**config.mk**
```make
export PLATFORM = sky130hd
export DESIGN_NAME = bus_width_seq
export DESIGN_NICKNAME = d
export VERILOG_FILES = /design/src/rtl/bws_pkg.sv /design/src/rtl/bws_lane_swap.sv /design/src/rtl/bws_read_merge.sv /design/src/rtl/bws_status_enc.sv /design/src/rtl/bus_width_seq.sv
export SDC_FILE = /design/constraint.sdc
export NUM_CORES = 1
export LEC_CHECK = 0
export ABC_AREA = 0
export BUFFER_PORTS_ARGS = -buffer_cell sky130_fd_sc_hd__buf_2
export CAP_MARGIN = 20
export CORE_AREA = 5 5 124 114
export CTS_CLUSTER_DIAMETER = 50
export DETAILED_ROUTE_END_ITERATION = 10
export DIE_AREA = 0 0 129 119
export PLACE_DENSITY_LB_ADDON = 0.08
export SYNTH_ARGS = -nofsm -noshare
export SYNTH_HDL_FRONTEND = slang
export SYNTH_SLANG_ARGS = --single-unit
```
**constraint.sdc**
```tcl
create_clock -name clk -period 5.2 [get_ports clk]
set_input_delay 0.78 -clock clk [delete_from_list [all_inputs] [get_ports clk]]
set_output_delay 0.78 -clock clk [all_outputs]
set_load 0.01 [all_outputs]
```
**src/rtl/bws_pkg.sv**
```systemverilog
package bws_pkg;
    typedef enum logic [1:0] {
        ST_IDLE = 2'd0,
        ST_ADDR = 2'd1,
        ST_DATA = 2'd2
    } bws_state_e;

    localparam int STAT_W = 4;
    localparam logic [STAT_W-1:0] CODE_PLAIN  = 4'b1000;
    localparam logic [STAT_W-1:0] CODE_LOCKED = 4'b1100;
endpackage

```
**src/rtl/bws_lane_swap.sv**
```systemverilog
module bws_lane_swap #(
    parameter int W = 32
) (
    input  logic [W-1:0] din,
    input  logic         swap,
    output logic [W-1:0] dout
);
    localparam int HALF = W / 2;

    for (genvar i = 0; i < W; i++) begin : g_bit
        assign dout[i] = swap ? din[(i + HALF) % W] : din[i];
    end
endmodule

```
**src/rtl/bws_read_merge.sv**
```systemverilog
module bws_read_merge #(
    parameter int W = 32
) (
    input  logic [W-1:0] held,
    input  logic [W-1:0] bus,
    input  logic         odd,
    input  logic         upper,
    output logic [W-1:0] merged
);
    localparam int HALF = W / 2;

    always_comb begin
        if (!odd) begin
            merged = bus;
        end else if (upper) begin
            merged = {held[W-1:HALF], bus[W-1:HALF]};
        end else begin
            merged = {bus[HALF-1:0], held[HALF-1:0]};
        end
    end
endmodule

```
**src/rtl/bws_status_enc.sv**
```systemverilog
module bws_status_enc
    import bws_pkg::*;
(
    input  logic              locked,
    output logic [STAT_W-1:0] code
);
    always_comb begin
        code = locked ? CODE_LOCKED : CODE_PLAIN;
    end
endmodule

```
**src/rtl/bus_width_seq.sv**
```systemverilog
module bus_width_seq
    import bws_pkg::*;
#(
    parameter int DATA_W   = 32,
    parameter int WORD_BIT = 4,
    localparam int LANES   = DATA_W / 8
) (
    input  logic              clk,
    input  logic              rst_n,
    input  logic              req_valid,
    output logic              req_ready,
    input  logic [DATA_W-1:0] req_addr,
    input  logic              req_write,
    input  logic              req_rmw,
    input  logic [LANES-1:0]  req_be,
    input  logic [DATA_W-1:0] req_wdata,
    output logic              rsp_done,
    output logic [DATA_W-1:0] rsp_rdata,
    output logic              addr_strobe,
    output logic [LANES-1:0]  col_stb,
    output logic [DATA_W-1:0] lad_out,
    output logic              lad_oe,
    input  logic [DATA_W-1:0] lad_in,
    input  logic              port16_n,
    input  logic              page_ok_n,
    input  logic              bus_fault
);
    typedef struct packed {
        bws_state_e        state;
        logic              odd;
        logic              wr_phase;
        logic              page;
        logic              rmw;
        logic              write;
        logic [DATA_W-1:0] addr;
        logic [DATA_W-1:0] wdata;
        logic [LANES-1:0]  be;
        logic [DATA_W-1:0] rdata;
        logic              done;
    } regs_t;

    localparam regs_t REGS_RESET = '{
        state:    ST_IDLE,
        odd:      1'b0,
        wr_phase: 1'b0,
        page:     1'b0,
        rmw:      1'b0,
        write:    1'b0,
        addr:     '0,
        wdata:    '0,
        be:       '0,
        rdata:    '0,
        done:     1'b0
    };

    regs_t r_q, r_d;

    logic [STAT_W-1:0] status_code;
    logic [DATA_W-1:0] wdata_lanes;
    logic [LANES-1:0]  be_lanes;
    logic [DATA_W-1:0] rd_merged;
    logic [DATA_W-1:0] addr_word;
    logic              half_done;

    bws_status_enc u_status (
        .locked (r_q.rmw),
        .code   (status_code)
    );

    bws_lane_swap #(.W(DATA_W)) u_swap_data (
        .din  (r_q.wdata),
        .swap (r_q.odd),
        .dout (wdata_lanes)
    );

    bws_lane_swap #(.W(LANES)) u_swap_stb (
        .din  (r_q.be),
        .swap (r_q.odd),
        .dout (be_lanes)
    );

    bws_read_merge #(.W(DATA_W)) u_merge (
        .held   (r_q.rdata),
        .bus    (lad_in),
        .odd    (r_q.odd),
        .upper  (port16_n),
        .merged (rd_merged)
    );

    always_comb begin
        addr_word                 = r_q.addr;
        addr_word[WORD_BIT]       = r_q.odd;
        addr_word[STAT_W-1:0]     = status_code;
    end

    // the current phase ends after this data cycle: odd word, or a wide port
    assign half_done = r_q.odd || port16_n;

    always_comb begin
        r_d      = r_q;
        r_d.done = 1'b0;
        unique case (r_q.state)
            ST_IDLE: begin
                if (req_valid) begin
                    r_d.state    = ST_ADDR;
                    r_d.addr     = req_addr;
                    r_d.wdata    = req_wdata;
                    r_d.be       = req_be;
                    r_d.rmw      = req_rmw;
                    r_d.write    = req_write;
                    r_d.odd      = 1'b0;
                    r_d.page     = 1'b0;
                    r_d.wr_phase = req_write && !req_rmw;
                    r_d.rdata    = '0;
                end
            end
            ST_ADDR: begin
                r_d.state = ST_DATA;
            end
            ST_DATA: begin
                if (bus_fault) begin
                    r_d.state    = ST_ADDR;
                    r_d.odd      = 1'b0;
                    r_d.page     = 1'b0;
                    r_d.wr_phase = r_q.write && !r_q.rmw;
                    r_d.rdata    = '0;
                end else begin
                    if (!r_q.wr_phase) begin
                        r_d.rdata = rd_merged;
                    end
                    if (!half_done) begin
                        r_d.odd   = 1'b1;
                        r_d.page  = !page_ok_n;
                        r_d.state = page_ok_n ? ST_ADDR : ST_DATA;
                    end else if (r_q.rmw && !r_q.wr_phase) begin
                        r_d.odd      = 1'b0;
                        r_d.wr_phase = 1'b1;
                        r_d.state    = (!r_q.odd || r_q.page) ? ST_DATA : ST_ADDR;
                    end else begin
                        r_d.odd   = 1'b0;
                        r_d.state = ST_IDLE;
                        r_d.done  = 1'b1;
                    end
                end
            end
            default: begin
                r_d = REGS_RESET;
            end
        endcase
    end

    always_ff @(posedge clk or negedge rst_n) begin
        if (!rst_n) begin
            r_q <= REGS_RESET;
        end else begin
            r_q <= r_d;
        end
    end

    always_comb begin
        req_ready   = (r_q.state == ST_IDLE);
        addr_strobe = (r_q.state == ST_ADDR);
        col_stb     = (r_q.state == ST_DATA) ? be_lanes : '0;
        lad_oe      = addr_strobe || ((r_q.state == ST_DATA) && r_q.wr_phase);
        if (addr_strobe) begin
            lad_out = addr_word;
        end else if ((r_q.state == ST_DATA) && r_q.wr_phase) begin
            lad_out = wdata_lanes;
        end else begin
            lad_out = '0;
        end
        rsp_done  = r_q.done;
        rsp_rdata = r_q.done ? r_q.rdata : '0;
    end
endmodule

```
* After elaboration in Yosys (flattened, before gate mapping)
Cells that the tools add are included.
** Word-level totals
- Bits of input ports :: 108
- Register bits :: 108
** Cells by class
- Multiplexer cells :: 62
- Bitwise logic cells :: 2
- Eq/ne operators :: 9
- Reduce and logical (&&, ||, !) cells :: 20
** Operators by type and width (number)
- 32-bit two-way mux :: 7
- 70-bit one-hot mux with 2 select lines :: 1
- 107-bit two-way mux :: 1
- 32-bit one-hot mux with 3 select lines :: 1
- 1-bit two-way mux :: 43
- 3-bit != test, second input constant :: 4
- 4-bit AND reduction :: 3
- 3-bit two-way mux :: 3
- 3-bit one-hot mux with 3 select lines :: 1
- 4-bit != test, second input constant :: 2
- 2-bit one-hot mux with 3 select lines :: 1
- 1-bit logical NOT :: 5
- 5-bit two-way mux :: 1
- 1-bit logical AND :: 4
- 2-bit two-way mux :: 2
- 4-bit two-way mux :: 1
- 2-bit AND reduction :: 2
- 1-bit logical OR :: 3
- 3-bit AND reduction :: 1
- 2-bit by 1-bit equality test with 1-bit output, second input constant :: 1
- 2-bit equality test, second input constant :: 1
- 2-bit logical NOT :: 1
- 2-bit != test, second input constant :: 1
- 1-bit inverter :: 2
- 2-bit OR reduction :: 1

* Depth between registers and ports, before layout
Gate-level depths: netlist of the first run.
- Depth after elaboration :: 7
- Mapped depth :: 8
- Gate-level depth less buffers :: 6

* Modules after synthesis
A second synthesis of the first run with hierarchy kept.
** Second synthesis, totals
- Cells, all modules :: 700
- Area total of the unflattened synthesis :: 6232.2 sq um
** By module, submodules not included
- bus_width_seq :: area each 4899.7 sq um, times used 1, cells each 547
- bws_read_merge :: area each 705.7 sq um, times used 1, cells each 107
- bws_lane_swap at u_swap_data :: area each 544.3 sq um, times used 1, cells each 36
- bws_lane_swap at u_swap_stb :: area each 45.0 sq um, times used 1, cells each 4
- bws_status_enc :: area each 37.5 sq um, times used 1, cells each 6

* Least setup slack after synthesis of the first run
Ideal clock, no wire load.
- Path type :: register -> output
- From :: reg r_q[106] in the netlist's numbering
- To :: out lad_out[13]
- Required time :: 4.420 ns
- Path buffers :: 1
- Cell stages (with the launch flop) :: 7
- Arrival time :: 1.621 ns
- Path slack :: 2.799 ns
- Cells stage by stage :: dfrtp_1 -> inv_1 -> ha_1 -> nand2_1 -> or2_1 -> clkbuf_1 -> o21ai_0
** On the way
- Longest elaborated chain between the ends :: 4
- Elaborated cells on any way between the ends :: 5
** RTL lines
- from (decl) :: line bus_width_seq.sv:56 : regs_t r_q, r_d;
- from (signal assigned) :: line bus_width_seq.sv:156 : r_q <= r_d;
- 2-bit equality test :: line bus_width_seq.sv:167 : end else if ((r_q.state == ST_DATA) && r_q.wr_phase) begin
- 1-bit logical AND :: line bus_width_seq.sv:167
- 32-bit two-way mux :: line bus_width_seq.sv:167
- 32-bit two-way mux * :: line bus_width_seq.sv:165 : if (addr_strobe) begin
- to (decl) :: line bus_width_seq.sv:21 : output logic [DATA_W-1:0] lad_out,
Mark *: on every way between the ends. The rest lies on a longest branch, timed or not.

* Worst setup path in the final report of the first run
- From :: reg r_q[107] in the netlist's numbering
- To :: out lad_out[14]
Same word-level chain as after synthesis.

==> results.toml, run 1 <==
[synthesis]
synth_area_per_cell_um2 = 8.94
synth_nets = 737
synth_edf_count = 0
synth_ff_type = "dfrtp_1"
synthCells = 625
ys_ff_latch = 103
ys_types = 39
ys_seq_area_share_pct = 46.1
synth.yosys.warnings = 0
synth_area_um2 = 5590
ys_async_sr_fraction_pct = 100

[worst_setup_path]
path_class = "reg -> out"
reg2reg_depth = 3
cpPeakStageDelay_ns = 0.89
cp_max_fo = 37
setup.reg_to_reg.worst_slack_ns = 2.65
start_kind = "flip-flop"
path_cells = "inv_1 -> ha_1 -> buf_4 -> or2_1 -> o21ai_0 -> buf_2"
cp-end-kind = "primary output"
critPathArrivalTime_ns = 2.79
cp_data_required_time_ns = 4.42
worstReg2RegEnd = "r_q[16]"
reg2reg_from = "addr_word[4]"
cp_slowest_cell = "or2_1"

[worst_hold_path]
min_to = "addr_word[13]"
worstHoldStart = "addr_word[13]"
hold_path_depth = 2
hp-class = "reg -> reg"

[placement]
hpwlAfterDp_um = 10900
routabilityCongestion = 0.847
place_inst = 920
portBuffers = 174

[finish]
drive_gt1_share_pct = 29.5
area_delta_synth_final_pct = 21.9
final_core_util_pct = 54.1
diodes = 0
nNetsFinal = 880
finalNonFillerCells = 937

[outcome]
outcome = "complete, no violations"

[floorplanning]
core_um2 = 12600
start_util_pct = 44.4
die_x_um = 129
rows = 39
ioPinCount = 180
fp.dieH_um = 119
dieArea_um2 = 15400

[clocking]
clk_path_buf_depth = 2
clock-root-buffer = "clkbuf_16"
postCtsResizedCells = 0
tritoncts = "yes"
cts_setup_buffers = 0
cts_buffers = 9
h-tree-depth = 3
clock_latency_ns = 0.34
cts_hold_buf = 0
path_clk_slew_ns = 0.07
clock_sinks = 103

[timing]
setup-tns-final_ns = 0
rsz0062_at_grt = "false"
skew_ns = 0.00447
setup_viol = 0
final_hold_viol_count = 0
min_period_ns = 3.57
slew_violations = 0
period_share_pct = 68.7
whs_ns = 0.480
fmax_mhz = 280
worst_slew_pin_slew_ns = 1.07
maxSlewHeadroom_pct = 28.5

[power_and_ir_drop]
leakage_uw = 0.00322
p_comb_share_pct = 40.1
switching_share_pct = 41.4
power.switching_uw = 1370
power.density_nw_per_um2 = 485
p_int_uw = 1940
ir_worst_vdd_uv = 283
clockPowerShare_pct = 22.0
p_seq_share_pct = 37.9

[grt]
track_usage_pct = 19.7
gr-total-overflow = 0
grt_pass1_vias = 4809
grt_pass1_wl_um = 24500
antenna_found_initial = 0
grt_max_degree = 84

[route]
ant_nets = 0
first_pass_iters = 4
drc_errors = 0
drtIter0Drc = 222
num_vias = 4767
routed_wl_um = 15100
avgViaCountPerCell = 5.09
wl_per_cell_um = 16.1

[flow_run]
cap_viol_max_count = 0
==> cells by family after synthesis <==
kind of cell             count (synthesis)  synth area share [%]
AND/OR/NAND/NOR                        255                  21.3
AO/OA/AOI/OAI                          174                  20.7
flip-flops                             103                  46.1
buffers and inverters                   53                  4.48
multiplexers                            36                  6.47
adder cells (fa/ha/maj)                  4                 0.896
==> sequential cells by signal, indices dropped and copies added, names as in the netlist <==
| signal | cells |
|---|---|
| addr_word | 28 |
| r_q | 74 |
| rsp_done | 1 |
==> synth_stat cells, types with 14 or more instances <==
| cell type | n | area (µm²) |
|---|---|---|
| a21oi_1 | 33 | 165 |
| o21ai_1 | 51 | 255 |
| nand2_1 | 162 | 608 |
| mux2i_1 | 35 | 350 |
| dfrtp_1 | 103 | 2580 |
| clkbuf_1 | 23 | 86.3 |
| o21ai_0 | 47 | 235 |
| buf_2 | 19 | 95.1 |
| and2_1 | 34 | 213 |
| o2bb2ai_2 | 19 | 285 |
| o2bb2ai_1 | 14 | 123 |
| nor2b_1 | 32 | 200 |
==> cell type report <==
class                   instances  area [µm²]
repair buffers                179         911
clock inverters                 5        81.3
inverters                       6        22.5
multi-input cells             469        2770
fillers                      1222        5780
flip-flops and latches        103        2580
well taps                     164         205
clock buffers                  11         243
==> power by group through the flow <==
stage               Sequential, µW  Clock (µW)  Combinational (µW)
detailed placement            1260           0                1340
CTS                           1250         742                1350
finish                        1250         729                1320
global placement              1250           0                1310
floorplan                     1180           0                1080
global route                  1290         773                1510
==> how the worst max path moves through the flow <==
stage	start	end	cells after the start	slack (ns)
after floorplan	r_q[106]	lad_out[13]	6	2.80
after global placement	r_q[107]	lad_out[23]	6	2.01
after detailed placement	r_q[107]	lad_out[23]	6	1.99
after CTS	r_q[107]	lad_out[23]	6	1.61
after global routing	r_q[106]	lad_out[23]	6	1.42
final	r_q[107]	lad_out[14]	6	1.63
==> layer usage <==
layer | global-route usage, % | part of all wire [%] | wire, µm | vias up
met5 | 0 | 0 | 0 | -
met3 | 4.43 | 6.2 | 932 | 12
li1 | - | - | - | 2400
met1 | 27.5 | 46 | 7040 | 2227
met2 | 31.7 | 46 | 6990 | 128
met4 | 4.27 | 1.1 | 172 | 0
==> through the flow <==
step                setup WS [ns]  cell area (µm²)  power [µW]
floorplan                    2.80             5590        2250
global placement             2.01             6480        2570
detailed placement           1.99             6480        2610
CTS                          1.61             6800        3340
global route                 1.42             6810        3570
finish                       1.63             6810        3310
==> cells in the final DEF, fill, tap and decap left out, types with 11 or more instances in the layout <==
master       n
o21ai_1     51
o2bb2ai_1   14
dfrtp_1    102
o21ai_0     47
nor2_1      11
and2_1      34
a21oi_1     33
nand2_1    162
buf_2      173
nor2b_1     32
o2bb2ai_2   19
mux2i_1     35
==> critical path, delay by kind of cell (launching register included) <==
| family | cells | cell delay [ns] |
|---|---|---|
| AO/OA/AOI/OAI | 1 | 0.28 |
| adder cells (fa/ha/maj) | 1 | 0.14 |
| buffers and inverters | 3 | 0.69 |
| flip-flops | 1 | 0.43 |
| AND/OR/NAND/NOR | 1 | 0.89 |
Note: power is estimated with default switching activity, not from simulation.
==> run 2, diff against run 1 <==
--- a/config.mk
+++ b/config.mk
@@ -5,13 +5,13 @@
 export SDC_FILE = /design/constraint.sdc
 export NUM_CORES = 1
 export LEC_CHECK = 0
-export ABC_AREA = 0
+export ABC_AREA = 1
 export BUFFER_PORTS_ARGS = -buffer_cell sky130_fd_sc_hd__buf_2
 export CAP_MARGIN = 20
-export CORE_AREA = 5 5 124 114
+export CORE_AREA = 5 5 126 116
 export CTS_CLUSTER_DIAMETER = 50
 export DETAILED_ROUTE_END_ITERATION = 10
-export DIE_AREA = 0 0 129 119
+export DIE_AREA = 0 0 131 121
 export PLACE_DENSITY_LB_ADDON = 0.08
 export SYNTH_ARGS = -nofsm -noshare
 export SYNTH_HDL_FRONTEND = slang
==> constraint.sdc (replaced) <==
create_clock -name clk -period 3.14 [get_ports clk]
set_input_delay 0.471 -clock clk [delete_from_list [all_inputs] [get_ports clk]]
set_output_delay 0.471 -clock clk [all_outputs]
set_load 0.01 [all_outputs]
==> run 2 against run 1 <==
Against the previous run:
- via count rose by 16%
- utilization down 1.1 points
- sequential power rose by 58%
- sequential cell count unchanged
- critical path depth up 2
==> results.toml, run 2 <==
[route]
avgViaCountPerCell = 4.98
routed_wl_um = 16300
num_vias = 5509
wl_per_cell_um = 14.8
first_pass_iters = 6
ant_nets = 0
drtIter0Drc = 391
drc_errors = 0

[timing]
setup-tns-final_ns = 0
min_period_ns = 2.75
setup_viol = 0
skew_ns = 0.00863
period_share_pct = 87.5
rsz0062_at_grt = "false"
worst_slew_pin_slew_ns = 0.811
fmax_mhz = 364
slew_violations = 0
maxSlewHeadroom_pct = 45.9
final_hold_viol_count = 0

[clocking]
clock_sinks = 103
clk_path_buf_depth = 2
tritoncts = "yes"
clock_latency_ns = 0.35
clock-root-buffer = "clkbuf_16"
cts_setup_buffers = 0
postCtsResizedCells = 0
cts_buffers = 9
path_clk_slew_ns = 0.07
h-tree-depth = 3
cts_hold_buf = 0

[grt]
track_usage_pct = 20.8
grt_pass1_vias = 5357
grt_max_degree = 73
grt_pass1_wl_um = 26400
gr-total-overflow = 0
antenna_found_initial = 0

[power_and_ir_drop]
power.density_nw_per_um2 = 830
leakage_uw = 0.00394
ir_worst_vdd_uv = 443

[finish]
nNetsFinal = 1044
layout_commonest_cell = "nand2_1"
largest_register = "r_q"
largest_reg_flops = 74
area_delta_synth_final_pct = 20.8
final_cell_mix = "nand2_1 (258), buf_2 (173), inv_1 (108), dfrtp_1 (102), o21ai_0 (95)"
final_core_util_pct = 53.0
drive_gt1_share_pct = 23.5

[floorplanning]
die_x_um = 131
core_um2 = 13100
start_util_pct = 43.9
fp.dieH_um = 121
ioPinCount = 180
rows = 40
dieArea_um2 = 15900

[placement]
routabilityCongestion = 0.870
hpwlAfterDp_um = 11700
portBuffers = 174

[worst_setup_path]
start_kind = "flip-flop"
path_class = "reg -> out"
reg2reg_depth = 9
critPathArrivalTime_ns = 2.28
cp_max_fo = 28
cp_data_required_time_ns = 2.67
setup.reg_to_reg.worst_slack_ns = 0.84
reg2reg_from = "r_q[106]"
cp-end-kind = "primary output"
worstReg2RegEnd = "r_q[15]"

[synthesis]
synth_top_area_share_pct = 44.8
synth_most_common_cell = "nand2_1"
yosys-top-cells-area = "dfrtp_1 (45%), nand2_1 (17%), o21ai_0 (8.3%), inv_1 (7.0%), nand3_1 (5.9%)"
ys_seq_area_share_pct = 44.8
ys_async_sr_fraction_pct = 100
synth_area_um2 = 5750
synth_ff_type = "dfrtp_1"
synth_area_per_cell_um2 = 7.30
synth_top_area_cell = "dfrtp_1"
synthCells = 788
synth.yosys.warnings = 0
ys_ff_latch = 103
ys_types = 32
synth_common_cells = "nand2_1 (258), inv_1 (108), dfrtp_1 (103), o21ai_0 (95), nand3_1 (68)"
synth_edf_count = 0
synth_nets = 900

[worst_hold_path]
hp-class = "in -> async"

[flow_run]
cap_viol_max_count = 0

[outcome]
outcome = "complete, no violations"
==> run 2: cell type report <==
class	count	area [µm²]
inverter	113	427
antenna	1	2.50
clock buffer	10	229
timing repair buffer	184	986
fill	1339	6160
tap	168	210
clock inverter	6	68.8
sequential	103	2580
multi-input combinational	521	2450
==> run 2: report_power, final <==
part	internal, µW	switching, µW	total, µW	leakage [µW]
logic	847	1810	2660	0.00242
registers	1750	227	1980	0.00137
clock network	623	507	1130	0.000143
total	3220	2550	5770	0.00394
==> run 2: how the worst max path moves through the flow <==
stage | from | to | slack (ns) | depth (start not counted)
6_report | r_q[106] | lad_out[27] | 0.39 | 8
3_3_place_gp | r_q[106] | lad_out[27] | 0.83 | 8
4_1_cts | r_q[106] | lad_out[27] | 0.38 | 8
5_1_grt | r_q[106] | lad_out[30] | 0.22 | 8
3_5_place_dp | r_q[106] | lad_out[27] | 0.77 | 8
2_1_floorplan | r_q[106] | lad_out[21] | 1.15 | 8
==> run 2: cells by family after synthesis <==
kind of cell	count (synthesis)	synth area share, %
simple gates	374	28.6
buf+inv	164	12.7
compound gates	143	13.1
flops	103	44.8
fa+ha+maj	4	0.870
==> run 2: critical path, stage by stage (launching register included) <==
cell,delay (ns)
dfrtp_1,0.42
inv_1,0.14
ha_1,0.43
nand2_1,0.10
inv_1,0.10
nand2_1,0.07
buf_4,0.24
o22ai_1,0.23
buf_2,0.17
==> run 2: per-stage QoR <==
step / instance area [µm²] / hold WS, ns / cells / worst slack (ns) / total power (µW)
2_1_floorplan: 5750 / 0.175 / 788 / 1.15 / 4020
3_3_place_gp: 6650 / 0.463 / 1089 / 0.830 / 4620
3_5_place_dp: 6650 / 0.465 / 1089 / 0.774 / 4670
4_1_cts: 6950 / 0.117 / 1105 / 0.378 / 5830
5_1_grt: 6950 / 0.147 / 1105 / 0.224 / 6260
6_report: 6950 / 0.0965 / 1106 / 0.391 / 5770
==> run 2: metal layers <==
layer	vias to the layer above	GRT usage, %	wire length, µm
met5	-	0	0
met4	0	6.23	263
met3	21	4.01	995
met2	170	31.3	7540
met1	2520	30.4	7530
li1	2798	-	-
